### src/rtl/key_repeat_pkg.sv
package key_repeat_pkg;

  // Bit positions of the buttons in held_i / event_o
  typedef enum int unsigned {
    K_UP     = 0,
    K_DOWN   = 1,
    K_LEFT   = 2,
    K_RIGHT  = 3,
    K_SELECT = 4,
    K_BACK   = 5,
    K_COUNT  = 6
  } key_id_e;

  localparam int unsigned KEYS = K_COUNT;

endpackage

### src/rtl/key_hold_tracker.sv
module key_hold_tracker #(
  parameter int CNT_W       = 8,
  parameter int FIRST_DELAY = 30,
  parameter int PERIOD      = 6
) (
  input  logic                    clk,
  input  logic                    rst_n,
  input  logic                    poll_i,
  input  logic                    held_i,
  output logic signed [CNT_W-1:0] count_o,
  output logic                    fire_o
);

  localparam int CNT_MAX = (1 << (CNT_W - 1)) - 1;
  localparam logic signed [CNT_W-1:0] IDLE_V = '1;
  localparam logic signed [CNT_W-1:0] ONE_V  = CNT_W'(1);
  localparam logic signed [CNT_W-1:0] MAX_V  = CNT_W'(CNT_MAX);
  localparam logic signed [CNT_W-1:0] WRAP_V = CNT_W'(CNT_MAX + 1 - PERIOD);

  // Count after one poll: released -> idle, held -> +1, folded back by one period at the top
  function automatic logic signed [CNT_W-1:0] advance(
    input logic signed [CNT_W-1:0] c, input logic held);
    int v;
    if (!held) begin
      v = -1;
    end else begin
      v = int'(c) + 1;
      if (v > CNT_MAX) v = v - PERIOD;
    end
    return CNT_W'(v);
  endfunction

  // Firing rule for a freshly advanced count
  function automatic logic fires(input logic signed [CNT_W-1:0] c);
    int v;
    v = int'(c);
    return (v == 0) || ((v >= FIRST_DELAY) && ((v % PERIOD) == 0));
  endfunction

  logic signed [CNT_W-1:0] count_q;
  logic signed [CNT_W-1:0] count_d;

  assign count_d = advance(count_q, held_i);
  assign fire_o  = poll_i && fires(count_d);
  assign count_o = count_q;

  always_ff @(posedge clk or negedge rst_n) begin
    if (!rst_n)      count_q <= IDLE_V;
    else if (poll_i) count_q <= count_d;
  end


  released_idle_chk: assert property (@(posedge clk) disable iff (!rst_n)
    poll_i && !held_i |=> count_q == IDLE_V);


  between_polls_chk: assert property (@(posedge clk) disable iff (!rst_n)
    !poll_i |=> $stable(count_q));


  hold_step_chk: assert property (@(posedge clk) disable iff (!rst_n)
    poll_i && held_i && (count_q != MAX_V) |=> count_q == $past(count_q) + ONE_V);


  top_fold_chk: assert property (@(posedge clk) disable iff (!rst_n)
    poll_i && held_i && (count_q == MAX_V) |=> count_q == WRAP_V);


  no_underflow_chk: assert property (@(posedge clk) disable iff (!rst_n)
    count_q >= IDLE_V);

endmodule

### src/rtl/key_event_reg.sv
module key_event_reg #(
  parameter int NUM_KEYS = 6
) (
  input  logic                clk,
  input  logic                rst_n,
  input  logic                poll_i,
  input  logic [NUM_KEYS-1:0] fire_i,
  output logic [NUM_KEYS-1:0] event_o
);

  logic [NUM_KEYS-1:0] event_q;

  always_ff @(posedge clk or negedge rst_n) begin
    if (!rst_n)      event_q <= '0;
    else if (poll_i) event_q <= fire_i;
    else             event_q <= '0;
  end

  assign event_o = event_q;


  quiet_off_poll_chk: assert property (@(posedge clk) disable iff (!rst_n)
    !poll_i |=> event_o == '0);

endmodule

### src/rtl/key_repeat_gen.sv
module key_repeat_gen
  import key_repeat_pkg::*;
#(
  parameter int NUM_KEYS    = KEYS,
  parameter int CNT_W       = 8,
  parameter int FIRST_DELAY = 30,
  parameter int PERIOD      = 6
) (
  input  logic                clk,
  input  logic                rst_n,
  input  logic                poll_i,
  input  logic [NUM_KEYS-1:0] held_i,
  output logic [NUM_KEYS-1:0] event_o
);

  localparam logic signed [CNT_W-1:0] IDLE_V = '1;

  logic [NUM_KEYS-1:0]     fire_vec;
  logic signed [CNT_W-1:0] key_cnt [NUM_KEYS];

  for (genvar k = 0; k < NUM_KEYS; k++) begin : g_key
    key_hold_tracker #(
      .CNT_W      (CNT_W),
      .FIRST_DELAY(FIRST_DELAY),
      .PERIOD     (PERIOD)
    ) u_trk (
      .clk    (clk),
      .rst_n  (rst_n),
      .poll_i (poll_i),
      .held_i (held_i[k]),
      .count_o(key_cnt[k]),
      .fire_o (fire_vec[k])
    );


    first_press_chk: assert property (@(posedge clk) disable iff (!rst_n)
      poll_i && held_i[k] && (key_cnt[k] == IDLE_V) |=> event_o[k]);


    released_silent_chk: assert property (@(posedge clk) disable iff (!rst_n)
      poll_i && !held_i[k] |=> !event_o[k]);
  end

  key_event_reg #(.NUM_KEYS(NUM_KEYS)) u_evt (
    .clk    (clk),
    .rst_n  (rst_n),
    .poll_i (poll_i),
    .fire_i (fire_vec),
    .event_o(event_o)
  );

endmodule

### config.mk
export PLATFORM = sky130hd
export DESIGN_NAME = key_repeat_gen
export DESIGN_NICKNAME = d
export VERILOG_FILES = /design/src/rtl/key_repeat_pkg.sv /design/src/rtl/key_hold_tracker.sv /design/src/rtl/key_event_reg.sv /design/src/rtl/key_repeat_gen.sv
export SDC_FILE = /design/constraint.sdc
export NUM_CORES = 1
export LEC_CHECK = 0
export BUFFER_PORTS_ARGS = -buffer_cell sky130_fd_sc_hd__buf_2
export CAP_MARGIN = 10
export CELL_PAD_IN_SITES_DETAIL_PLACEMENT = 0
export CELL_PAD_IN_SITES_GLOBAL_PLACEMENT = 1
export CORE_MARGIN = 2
export CORE_UTILIZATION = 52
export CTS_CLUSTER_SIZE = 20
export DETAILED_ROUTE_END_ITERATION = 6
export HOLD_SLACK_MARGIN = 0.06
export PLACE_DENSITY = 0.93
export SETUP_SLACK_MARGIN = 0.3
export SLEW_MARGIN = 5
export SYNTH_ARGS = -nofsm -noshare
export SYNTH_HDL_FRONTEND = slang
export SYNTH_SLANG_ARGS = --single-unit
### constraint.sdc
create_clock -name clk -period 15.81 [get_ports clk]
set_input_delay 0 -clock clk [delete_from_list [all_inputs] [get_ports clk]]
set_output_delay 0 -clock clk [all_outputs]
set_load 0.01 [all_outputs]
* Word-level counts from Yosys, hierarchy flattened
Cells that the tools add are included.
Word-level totals: register bits 54, output and inout bits 6, logic and storage cells 80, input bits 9
Cells by class: reduce and logical (&&, ||, !) cells 30, mux-type cells 13, add/sub/neg operators 12, div/mod/pow operators 6, $lt $le $gt $ge 12
Operators with widths (count):
- $logic_not 32->1 | 12
- $mod 32x4->32 const B | 6
- $mux 8 | 12
- $add 8x2->9 const B | 6
- $gt 9x8->1 const B | 6
- $ge 8x6->1 const B | 6
- $sub 8x4->8 const B | 6
- $logic_and 1x1->1 | 12
- $logic_or 1x1->1 | 6
- $mux 6 | 1

* Logic depth before layout (Yosys ltp)
word-level depth 10, gate-level depth with buffers 30, depth with buffers taken out 28

* Cells and area by module
A second synthesis with hierarchy kept.
Second synthesis, totals: cell total of the unflattened synthesis 1221, area, all modules 9417.8 um^2
Modules (own cells, without submodules):
- key_hold_tracker at g_key[1].u_trk ... | cells each 221, times used 3, area an instance 1642.8 um^2
- key_hold_tracker at g_key[5].u_trk | cells each 193, times used 1, area an instance 1537.7 um^2
- key_hold_tracker at g_key[0].u_trk | cells each 188, times used 1, area an instance 1442.6 um^2
- key_hold_tracker at g_key[4].u_trk | cells each 165, times used 1, area an instance 1321.3 um^2
- key_event_reg | cells each 12, times used 1, area an instance 187.7 um^2

* Least setup slack after synthesis
No wires, ideal clock.
path kind reg-to-reg, from register g_key[2].u_trk.count_q[0], to register u_evt.event_q[2], in the netlist u_evt.event_o[2], period minus slack after synthesis 5.441 ns, arrival 5.305 ns, buffers on the path 2, cell stages (with the launch flop) 30, slack 10.369 ns, cell sequence dfstp_2 > ha_1 > xor2_1 > ha_1 > nand2_1 > a211oi_1 > o211ai_1 > o21ai_2 > nand2_1 > xnor2_1 > nand2_1 > inv_1 > ha_1 > inv_1 > a2111oi_2 > and2_1 > buf_2 > nor3_1 > a311oi_1 > a2bb2oi_2 > buf_2 > nor3_1 > a21oi_1 > nand2_1 > ha_1 > nor2_1 > a221oi_1 > a21oi_1 > a2111oi_0 > nor3_1
On the way: cells in the longest elaborated chain, start to end 10, elaborated cells on any way between the ends 13
Ends and longest elaborated chain:
- start, declared | line key_hold_tracker.sv:40 | logic signed [CNT_W-1:0] count_q;
- start signal, assigned | line key_hold_tracker.sv:49 | else if (poll_i) count_q <= count_d;
- $add 8x2->9 (*) | line key_hold_tracker.sv:27 | v = int'(c) + 1;
- $sub 8x4->8 / $gt 9x8->1 (equally long branches) | line key_hold_tracker.sv:28 | if (v > CNT_MAX) v = v - PERIOD;
- $mux 8 (*) | line key_hold_tracker.sv:28
- $mux 8 (*) | line key_hold_tracker.sv:24 | if (!held) begin
- net g_key[2].u_trk.count_d[1] | line key_hold_tracker.sv:41 | logic signed [CNT_W-1:0] count_d;
- $mod 32x4->32 | line key_hold_tracker.sv:37 | return (v == 0) || ((v >= FIRST_DELAY) && ((v % PERIOD) == 0));
- $logic_not 32->1 | line key_hold_tracker.sv:37
- $logic_and 1x1->1 | line key_hold_tracker.sv:37
- $logic_or 1x1->1 (*) | line key_hold_tracker.sv:37
- $logic_and 1x1->1 (*) | line key_hold_tracker.sv:44 | assign fire_o = poll_i && fires(count_d);
- $mux 6 (*) | line key_event_reg.sv:15 | else if (poll_i) event_q <= fire_i;
- end signal, assigned | line key_event_reg.sv:15
- end, declared | line key_event_reg.sv:11 | logic [NUM_KEYS-1:0] event_q;
The timed path passes the listed nets; every way through them passes the cells marked *. A chain may end at the register's enable or synchronous reset.

* Worst setup path in the final report
Same ends and word-level chain as after synthesis.

==> impl_metrics.yaml <==
setup_path:
  critPathRequiredTime_ps: 15970
  critPathSlowestCell: "dfstp_2"
  cp-end-kind: "register"
  rrSetupSlack_ps: 9570
  worstSetupPathType: "register to register"
  crit_family: "compound AO/OA/AOI/OAI gates"
  critPathArrivalTime_ps: 6400
  rr_worst_depth: 27
  r2r-start: "g_key[2].u_trk.count_o[0]"
  worstReg2RegEnd: "u_evt.event_o[2]"
  critical-path-max-stage-delay_ps: 600
  start_kind: "register"
  worst-path-max-fanout: 11
  critPathBufInv: 2
synth:
  synth_compound_area_share_pct: 26.5
  synth_edf_count: 0
  synthSimpleGateAreaFrac_pct: 29.8
  synth_xor_area_share_pct: 9.08
  avgSynthCellArea_sq_um: 7.25
  synth.top_cell.area_share_pct: 16.6
  postSynth.asyncResetShare_pct: 100
  syn_area_sq_mm: 0.00761
  synthMuxAreaShare_pct: 4.84
  synth_nets: 1094
  ys_warn_count: 0
  syn_inst: 1049
  ys_seq_area_share_pct: 18.6
  ys_top_cells_by_area: "dfstp_2, nor2_1, ha_1, a21oi_1, xnor2_1"
  synth_seq_cells: 54
  synth_area_leader_cell: "dfstp_2"
  ys.flop_type: "dfstp_2"
  synth_cell_types: 92
  synthAdderAreaFrac_pct: 5.92
  synth_top_family_by_area: "simple AND/OR/NAND/NOR gates"
sta:
  final.setup_skew_ps: 2.19
  min_period_over_period_pct: 39.5
  fmax_ghz: 0.160
  finalSetupTns_ps: 0
  rsz0062_at_grt: "false"
  hold_viol_final: 0
  worst_slew_pin_slew_ps: 925
  worst_slack_ps: 9570
  drv_slew: 0
  slew_headroom_pct: 38.1
  min_period_ps: 6240
  setup_viol_count_final: 0
layout:
  seq_area_sq_mm: 0.00141
  multiInputGateArea_sq_mm: 0.00580
  final_util_pct: 54.6
  num_antenna_cells: 0
  final_common_cell: "nor2_1"
  fillers: 1410
  instances_no_fill: 1203
  final_nets: 1063
  drive_gt1_share_pct: 11.4
  syn2layout_area_growth_pct: 3.52
  mostFrequentLayoutCells: "nor2_1, nand2_1, a21oi_1, dfstp_2, nand3_1"
cts:
  cts_tree: "yes"
  cts_root_buf: "clkbuf_16"
  cts_hold_repair.buffers: 2
  cts_resized: 0
  cts.sinks: 54
  postCtsSetupBuffers: 0
  clock_latency_ps: 290
  clkTransAtPathRegs_ps: 70
  htree_levels: 2
  cts_made_buffers: 5
  clock_path_buffers: 2
place:
  place_congestion: 0.919
  preCtsSetupSlack_ps: 9650
  port_buffers: 14
  place_hpwl_microns: 13100
  dp.cells: 1193
floorplan:
  die_area_sq_mm: 0.0156
  initial_core_util_pct: 52.7
  die_x_microns: 125
  num_io_pins: 15
  core_sq_mm: 0.0144
  die_h_microns: 125
  rows: 44
drt:
  dr.pass1.iters: 5
  drc_errors: 0
  wire_per_inst_microns: 14.8
  vias_per_cell: 6.21
  drt-total-wl_microns: 17800
  antenna_left: 0
  vias: 7472
  drt_iter0_drc: 647
grt:
  grt_usage_pct: 22.5
  grt_overflow: 0
  grt_pass1_wl_microns: 31100
  first_global_vias: 6775
  antenna_found_initial: 0
  grt_max_degree: 60
min_path:
  holdPathEnd: "g_key[5].u_trk.count_o[2]"
  worstHoldStart: "held_i[5]"
  min_path_cells: 2
  hold_class: "primary input to register"
status:
  outcome: "finished, final reports clean"
job:
  maxCapViolCount: 0
==> worst reg2reg max path, stage by stage, from the launching register on <==
cell	delay (ps)
dfstp_2	600
ha_1	280
xor2_1	370
ha_1	260
nand2_1	60
a211oi_1	220
o211ai_1	200
o21ai_2	390
nand2_1	120
xnor2_1	160
nand2_1	110
inv_1	90
ha_1	170
inv_1	50
a2111oi_2	290
and2_1	350
nor3_1	90
a311oi_1	320
a2bb2oi_2	400
nor3_1	90
a21oi_1	140
nand2_1	80
ha_1	320
nor2_1	60
a221oi_1	280
a21oi_1	60
a2111oi_0	460
nor3_1	90
==> Yosys cell counts, types with 11 or more instances <==
master    count
a211oi_1     13
a21oi_1      81
a31oi_1      19
and2_1       19
and3_1       12
buf_2        20
clkbuf_1     31
dfstp_2      48
ha_1         36
inv_1        39
mux2_2       14
mux2i_1      21
nand2_1      93
nand2b_1     11
nand3_1      47
nand4_1      23
nor2_1      140
nor2b_1      11
nor3_1       43
o211ai_1     12
o21ai_0      38
o21ai_1      11
xnor2_1      42
xor2_1       30
==> cells by family (layout without fill, tap and decap cells) <==
logic type               count (synthesis)  after routing
AND/OR/NAND/NOR                        459            459
AO/OA/AOI/OAI                          291            291
buffers and inverters                   99             69
XOR/XNOR                                75             75
flip-flops                              54             54
adder cells (fa/ha/maj)                 36             36
multiplexers                            35             35
==> state kept, by name, indices dropped and copies added (netlist names) <==
register	cells
g_key.u_trk.count_o	48
u_evt.event_o	6
==> routing by layer <==
layer  global-route usage, %  wire length [microns]  vias up
met5                       0                      0        -
met3                    1.88                    721       15
met4                    4.90                    196        0
met2                    37.7                   8330      171
li1                        -                      -     3810
met1                    32.0                   8580     3476
==> final cells by class <==
cell class	instances	area share (%)
Clock buffer	7	1.68
Clock inverter	1	0.381
Inverter	42	2.00
Multi-Input combinational cell	896	73.6
Sequential cell	54	17.9
Tap cell	184	2.92
Timing Repair Buffer	19	1.46
==> stage by stage <==
| step | instance area [sq um] | hold WS [ps] |
|---|---|---|
| floorplan | 7610 | -296 |
| finish | 7870 | 86.3 |
| global route | 7870 | 106 |
| detailed placement | 7690 | 173 |
| CTS | 7870 | 65.3 |
| global placement | 7690 | 164 |
==> how the worst max path moves through the flow <==
stage | depth (start not counted) | start | to
floorplan | 29 | g_key[2].u_trk.count_o[0] | u_evt.event_o[2]
global placement | 27 | g_key[2].u_trk.count_o[0] | u_evt.event_o[2]
detailed placement | 27 | g_key[2].u_trk.count_o[0] | u_evt.event_o[2]
CTS | 27 | g_key[2].u_trk.count_o[0] | u_evt.event_o[2]
global route | 27 | g_key[2].u_trk.count_o[0] | u_evt.event_o[2]
finish | 27 | g_key[2].u_trk.count_o[0] | u_evt.event_o[2]
Power is not shown: default switching activity piles up to over one toggle a cycle in this logic, so the estimate is an artifact.
